===== src/rtl/sdcm_pkg.sv =====
package sdcm_pkg;

   typedef enum logic [2:0] {
      CMD_NOP = 3'd0,
      CMD_BST = 3'd1,
      CMD_RD  = 3'd2,
      CMD_WR  = 3'd3,
      CMD_ACT = 3'd4,
      CMD_PRE = 3'd5,
      CMD_REF = 3'd6,
      CMD_MRS = 3'd7
   } cmd_e;

   typedef enum logic [2:0] {
      ERR_NONE       = 3'd0,
      ERR_COL_CLOSED = 3'd1,
      ERR_BANK_OPEN  = 3'd2,
      ERR_REF_LOCK   = 3'd3,
      ERR_MRS_LOCK   = 3'd4
   } err_e;

   typedef enum logic [1:0] {
      BK_CLOSED  = 2'd0,
      BK_OPEN    = 2'd1,
      BK_CLOSING = 2'd2
   } bank_st_e;

endpackage


===== src/rtl/sdcm_decode.sv =====
module sdcm_decode
   import sdcm_pkg::*;
(
   input  logic cs_n,
   input  logic ras_n,
   input  logic cas_n,
   input  logic we_n,
   output cmd_e cmd
);

   always_comb begin
      if (cs_n) begin
         cmd = CMD_NOP;
      end else begin
         case ({ras_n, cas_n, we_n})
            3'b111:  cmd = CMD_NOP;
            3'b110:  cmd = CMD_BST;
            3'b101:  cmd = CMD_RD;
            3'b100:  cmd = CMD_WR;
            3'b011:  cmd = CMD_ACT;
            3'b010:  cmd = CMD_PRE;
            3'b001:  cmd = CMD_REF;
            default: cmd = CMD_MRS;
         endcase
      end
   end

endmodule


===== src/rtl/sdcm_lockout.sv =====
module sdcm_lockout #(
   parameter int unsigned SPAN = 2
) (
   input  logic clk,
   input  logic rst_n,
   input  logic start,
   output logic busy
);

   generate
      if (SPAN < 2) begin : g_none
         assign busy = 1'b0;
      end else begin : g_cnt
         localparam int unsigned CW = $clog2(SPAN);
         localparam logic [CW-1:0] LOAD = CW'(SPAN - 1);
         logic [CW-1:0] cnt;

         always_ff @(posedge clk) begin
            if (!rst_n) begin
               cnt <= '0;
            end else if (start) begin
               cnt <= LOAD;
            end else if (cnt != '0) begin
               cnt <= cnt - 1'b1;
            end
         end

         assign busy = (cnt != '0);
      end
   endgenerate

endmodule


===== src/rtl/sdcm_bank.sv =====
module sdcm_bank
   import sdcm_pkg::*;
#(
   parameter int unsigned T_AP = 4
) (
   input  logic clk,
   input  logic rst_n,
   input  logic do_act,
   input  logic do_col_ap,
   input  logic do_pre,
   output logic col_ok,
   output logic act_ok,
   output logic open_o
);

   localparam int unsigned CW = $clog2(T_AP + 1);
   localparam logic [CW-1:0] LOAD = CW'(T_AP - 1);

   bank_st_e      st;
   logic [CW-1:0] cnt;

   always_ff @(posedge clk) begin
      if (!rst_n) begin
         st  <= BK_CLOSED;
         cnt <= '0;
      end else begin
         case (st)
            BK_CLOSED: begin
               if (do_act) st <= BK_OPEN;
            end
            BK_OPEN: begin
               if (do_pre) begin
                  st <= BK_CLOSED;
               end else if (do_col_ap) begin
                  st  <= BK_CLOSING;
                  cnt <= LOAD;
               end
            end
            BK_CLOSING: begin
               if (do_pre) begin
                  st  <= BK_CLOSED;
                  cnt <= '0;
               end else if (do_act) begin
                  st <= BK_OPEN;
               end else if (cnt == '0) begin
                  st <= BK_CLOSED;
               end else begin
                  cnt <= cnt - 1'b1;
               end
            end
            default: st <= BK_CLOSED;
         endcase
      end
   end

   assign col_ok = (st == BK_OPEN);
   assign act_ok = (st == BK_CLOSED) || ((st == BK_CLOSING) && (cnt == '0));
   assign open_o = (st == BK_OPEN) || ((st == BK_CLOSING) && (cnt != '0));

endmodule


===== src/rtl/sdram_cmd_monitor.sv =====
module sdram_cmd_monitor
   import sdcm_pkg::*;
#(
   parameter int unsigned NUM_BANKS = 4,
   parameter int unsigned T_RC      = 7,
   parameter int unsigned T_MRD     = 2,
   parameter int unsigned T_AP      = 4,
   localparam int unsigned BA_W     = $clog2(NUM_BANKS)
) (
   input  logic            clk,
   input  logic            rst_n,
   input  logic            cs_n,
   input  logic            ras_n,
   input  logic            cas_n,
   input  logic            we_n,
   input  logic [BA_W-1:0] ba,
   input  logic            a10,
   output logic            err_pulse,
   output logic [2:0]      err_code,
   output logic [NUM_BANKS-1:0] bank_open
);

   generate
      if (NUM_BANKS < 2 || (1 << BA_W) != NUM_BANKS) begin : g_bad_banks
         $error("NUM_BANKS must be a power of two of at least 2");
      end
      if (T_RC < 1 || T_MRD < 1 || T_AP < 1) begin : g_bad_timing
         $error("T_RC, T_MRD and T_AP must each be at least 1");
      end
   endgenerate

   cmd_e                 cmd;
   err_e                 err_now;
   logic                 legal;
   logic                 ref_busy;
   logic                 mrs_busy;
   logic [NUM_BANKS-1:0] col_ok;
   logic [NUM_BANKS-1:0] act_ok;

   sdcm_decode u_dec (
      .cs_n  (cs_n),
      .ras_n (ras_n),
      .cas_n (cas_n),
      .we_n  (we_n),
      .cmd   (cmd)
   );

   always_comb begin
      err_now = ERR_NONE;
      if (ref_busy) begin
         if (cmd != CMD_NOP && cmd != CMD_BST) err_now = ERR_REF_LOCK;
      end else if (mrs_busy) begin
         if (cmd != CMD_NOP) err_now = ERR_MRS_LOCK;
      end else begin
         case (cmd)
            CMD_RD, CMD_WR: if (!col_ok[ba]) err_now = ERR_COL_CLOSED;
            CMD_ACT:        if (!act_ok[ba]) err_now = ERR_BANK_OPEN;
            CMD_REF, CMD_MRS: if (!(&act_ok)) err_now = ERR_BANK_OPEN;
            default:        err_now = ERR_NONE;
         endcase
      end
   end

   assign legal = (err_now == ERR_NONE);

   sdcm_lockout #(.SPAN(T_RC)) u_ref_lock (
      .clk   (clk),
      .rst_n (rst_n),
      .start (legal && cmd == CMD_REF),
      .busy  (ref_busy)
   );

   sdcm_lockout #(.SPAN(T_MRD)) u_mrs_lock (
      .clk   (clk),
      .rst_n (rst_n),
      .start (legal && cmd == CMD_MRS),
      .busy  (mrs_busy)
   );

   genvar gi;
   generate
      for (gi = 0; gi < NUM_BANKS; gi++) begin : g_bank
         logic sel;
         assign sel = (ba == BA_W'(gi));

         sdcm_bank #(.T_AP(T_AP)) u_bank (
            .clk       (clk),
            .rst_n     (rst_n),
            .do_act    (legal && cmd == CMD_ACT && sel),
            .do_col_ap (legal && (cmd == CMD_RD || cmd == CMD_WR) && a10 && sel),
            .do_pre    (legal && cmd == CMD_PRE && (a10 || sel)),
            .col_ok    (col_ok[gi]),
            .act_ok    (act_ok[gi]),
            .open_o    (bank_open[gi])
         );
      end
   endgenerate

   always_ff @(posedge clk) begin
      if (!rst_n) begin
         err_pulse <= 1'b0;
         err_code  <= 3'd0;
      end else begin
         err_pulse <= !legal;
         err_code  <= err_now;
      end
   end

endmodule


===== config.mk =====
export PLATFORM = sky130hd
export DESIGN_NAME = sdram_cmd_monitor
export DESIGN_NICKNAME = d
export VERILOG_FILES = /design/src/rtl/sdcm_pkg.sv /design/src/rtl/sdcm_decode.sv /design/src/rtl/sdcm_lockout.sv /design/src/rtl/sdcm_bank.sv /design/src/rtl/sdram_cmd_monitor.sv
export SDC_FILE = /design/constraint.sdc
export NUM_CORES = 1
export LEC_CHECK = 0
export BUFFER_PORTS_ARGS = -buffer_cell sky130_fd_sc_hd__buf_4
export CAP_MARGIN = 20
export CORE_UTILIZATION = 35
export CTS_CLUSTER_SIZE = 14
export DETAILED_ROUTE_END_ITERATION = 8
export SLEW_MARGIN = 30
export SYNTH_ARGS = -nofsm -noshare
export SYNTH_HDL_FRONTEND = slang
export SYNTH_SLANG_ARGS = --single-unit

===== constraint.sdc =====
create_clock -name clk -period 2.5 [get_ports clk]
set_input_delay 0.625 -clock clk [delete_from_list [all_inputs] [get_ports clk]]
set_output_delay 0.625 -clock clk [all_outputs]
set_load 0.02 [all_outputs]

==> impl_metrics.tcl <==
set metrics [dict create \
    status "complete, no violations" \
    tightestPinTransition_ps 392 \
    dr.pass1.iters 4 \
    fmax_mhz 408 \
    grt_usage_pct 18.7 \
    cp-startpoint "u_ref_lock.g_cnt.cnt[0]$_SDFFE_PP0P_" \
    areaGrowthSynthToFinish_pct 27.5 \
    cp.arrival_ps 2640 \
    nNetsFinal 363 \
    cp-start-kind "register" \
    dpl-instance-area_um2 2700 \
    critical_path.max_fanout 6 \
    synth.largest_area_cell "dfxtp_1" \
    cts_buffer_depth 2 \
    grt_pass1_wl_um 9780 \
    endpoint_kind "register" \
    syn_area_um2 2280 \
    setup_viol_count_final 0 \
    synth.distinct_cells 55 \
    power.total_mw 1.52 \
    seq_area_um2 563 \
    hpwl_um 4380 \
    finClkSkew_ps 3.83 \
    grt_pass1_vias 2176 \
    grt_max_degree 21 \
    io_pins 17 \
    die_h_um 82.8 \
    num_vias 2183 \
    grt_use_met3_pct 3.83 \
    period_share_pct 98.1 \
    cts_tree "yes" \
    antennaDiodeCount 0 \
    overflow 0 \
    hold_violations 0 \
    fin_crit_ps 2450 \
    endpoint "g_bank[1].u_bank.cnt[2]$_SDFFE_PN0P_" \
    rsz0062_at_grt "true" \
    whs_path_depth 2 \
    wire_per_inst_um 14.3 \
    drc 0 \
    rr_worst_depth 10 \
    start_util_pct 36.2 \
    synth-seq-cells 28 \
    synth.most_common_cell "inv_1" \
    use_met2_pct 32.7 \
    fp-row-count 29 \
    vdd_drop_max_mv 0.303 \
    cts_buffers 3 \
    cellPowerDensity_nw_per_um2 521 \
    synthFlopType "dfxtp_1" \
    synthCells 279 \
    ys_warn_count 0 \
    clockRootBuffer "clkbuf_8" \
    hp-class "register to register" \
    die_area_um2 6850 \
    synth_edf_count 0 \
    required_ps 2690 \
    routed_wl_um 5770 \
    met1_usage_pct 23.4 \
    insertion_delay_ps 280 \
    cts_sinks 28 \
    async_reset_ff_share_pct 0 \
    p_leak_nw 1.23 \
    syn_nets 314 \
    final_layout_size_suffix_gt1_share_pct 29.4 \
    multi_input_area_um2 1650 \
    h-tree-depth 1 \
    die_x_um 82.8 \
    synth_top_area_share_pct 24.5 \
    avgSynthCellArea_um2 8.18 \
    slew-limit-headroom_pct 73.9 \
    finalInstanceArea_um2 2910 \
    ys_seq_area_share_pct 24.5 \
    drv_cap 0 \
    fp.coreArea_um2 6310 \
    rrSetupSlack_ps 50 \
    grt.busiest_layer "met2" \
    io_buffers 16 \
    vias_per_cell 5.42 \
    antenna_found_initial 0 \
    synth_area_leaders "dfxtp_1 (25%), ha_1 (14%), o21ai_0 (4.8%)" \
    synth_common_cells "inv_1 (29), dfxtp_1 (28), ha_1 (26)" \
    clk_pin_slew_ps 90 \
    drtIter0Drc 119 \
    reg2reg_to "g_bank[1].u_bank.cnt[2]$_SDFFE_PN0P_" \
    maxSlewViolCount 0 \
    fillerInstances 643 \
    ant_nets 0 \
    reg2reg_from "u_ref_lock.g_cnt.cnt[0]$_SDFFE_PP0P_" \
    gp_congestion 0.905 \
    criticalPathCategory "register to register" \
]
-- kinds of logic after synthesis --
family / Yosys count / synth area share [%]
flops: 28 / 24.5
simple gates: 83 / 21.6
fa+ha+maj: 26 / 14.2
buf+inv: 45 / 8.49
mux: 7 / 3.62
xor+xnor: 1 / 0.384
compound gates: 89 / 27.1
-- power breakdown --
part	leakage [nW]	internal, mW	switching (mW)	total, mW
clock	0.0216	0.109	0.144	0.253
combinational	0.979	0.354	0.390	0.743
sequential	0.228	0.495	0.0250	0.520
-- how the worst min path moves through the flow --
stage	to	startpoint	slack [ps]
2_1_floorplan	g_bank[2].u_bank.cnt[1]$_SDFFE_PN0P_	g_bank[2].u_bank.cnt[1]$_SDFFE_PN0P_	440
3_3_place_gp	g_bank[1].u_bank.cnt[2]$_SDFFE_PN0P_	g_bank[1].u_bank.cnt[2]$_SDFFE_PN0P_	450
3_5_place_dp	g_bank[1].u_bank.cnt[1]$_SDFFE_PN0P_	g_bank[1].u_bank.cnt[1]$_SDFFE_PN0P_	460
4_1_cts	g_bank[1].u_bank.cnt[2]$_SDFFE_PN0P_	g_bank[1].u_bank.cnt[2]$_SDFFE_PN0P_	480
5_1_grt	g_bank[1].u_bank.cnt[2]$_SDFFE_PN0P_	g_bank[1].u_bank.cnt[2]$_SDFFE_PN0P_	480
6_report	g_bank[1].u_bank.cnt[2]$_SDFFE_PN0P_	g_bank[1].u_bank.cnt[2]$_SDFFE_PN0P_	480
-- area by class of cell --
cell class	instances	share of cell area, %
Clock buffer	3	1.42
Timing Repair Buffer	59	15.3
Inverter	30	3.87
Sequential cell	28	19.3
Tap cell	77	3.31
Multi-Input combinational cell	206	56.7
-- sequential cells by signal, summed over array words and instances, names as in the netlist --
register              cells
g_bank.u_bank.st          8
err_code                  3
u_ref_lock.g_cnt.cnt      3
err_pulse                 1
u_mrs_lock.busy           1
g_bank.u_bank.cnt        12
-- stage by stage --
stage          setup slack (ps)  setup TNS (ps)  instances  hold slack (ps)  util [%]
5_1_grt                   -29.0           -65.7        403              482      46.1
3_3_place_gp              -60.7            -238        394              453      42.7
3_5_place_dp               -138           -1010        394              460      42.7
2_1_floorplan              12.5               0        279              440         -
4_1_cts                    19.3               0        400              479      44.3
6_report                   46.9               0        403              477      46.1
-- placed cells by master, fill, tap and decap left out, drive strengths merged, types with 5 or more instances in the layout --
| master | instances |
|---|---|
| nor2 | 16 |
| nand2b | 10 |
| nor3 | 6 |
| a21oi | 17 |
| mux2i | 6 |
| buf | 59 |
| a31oi | 5 |
| inv | 29 |
| or4 | 5 |
| o21ai | 22 |
| nand2 | 18 |
| nor2b | 5 |
| ha | 26 |
| o31ai | 5 |
| a211oi | 7 |
| nand3 | 5 |
| dfxtp | 28 |
-- worst max-delay path: stages (launching register included) --
cell	delay, ps
dfxtp_2	330
or2_4	250
inv_2	60
ha_4	150
buf_6	110
nor4b_4	300
buf_4	190
o211ai_1	120
a311oi_2	360
o31ai_4	180
o41ai_1	310
-- timing repair --
action / in CTS / in global routing
pin swaps: 1 / 6
hold buffers: 0 / 0
setup endpoints to repair: 18 / 22
gates resized for setup: 7 / 21
setup buffers: 3 / 3
-- routing by layer --
| metal | share of wire, % | wire [um] |
|---|---|---|
| met4 | 0.76 | 44 |
| met5 | 0 | 0 |
| met3 | 4.4 | 254 |
| met1 | 48 | 2770 |
| met2 | 47 | 2700 |
No activity file was read; power rests on OpenSTA's default activity.
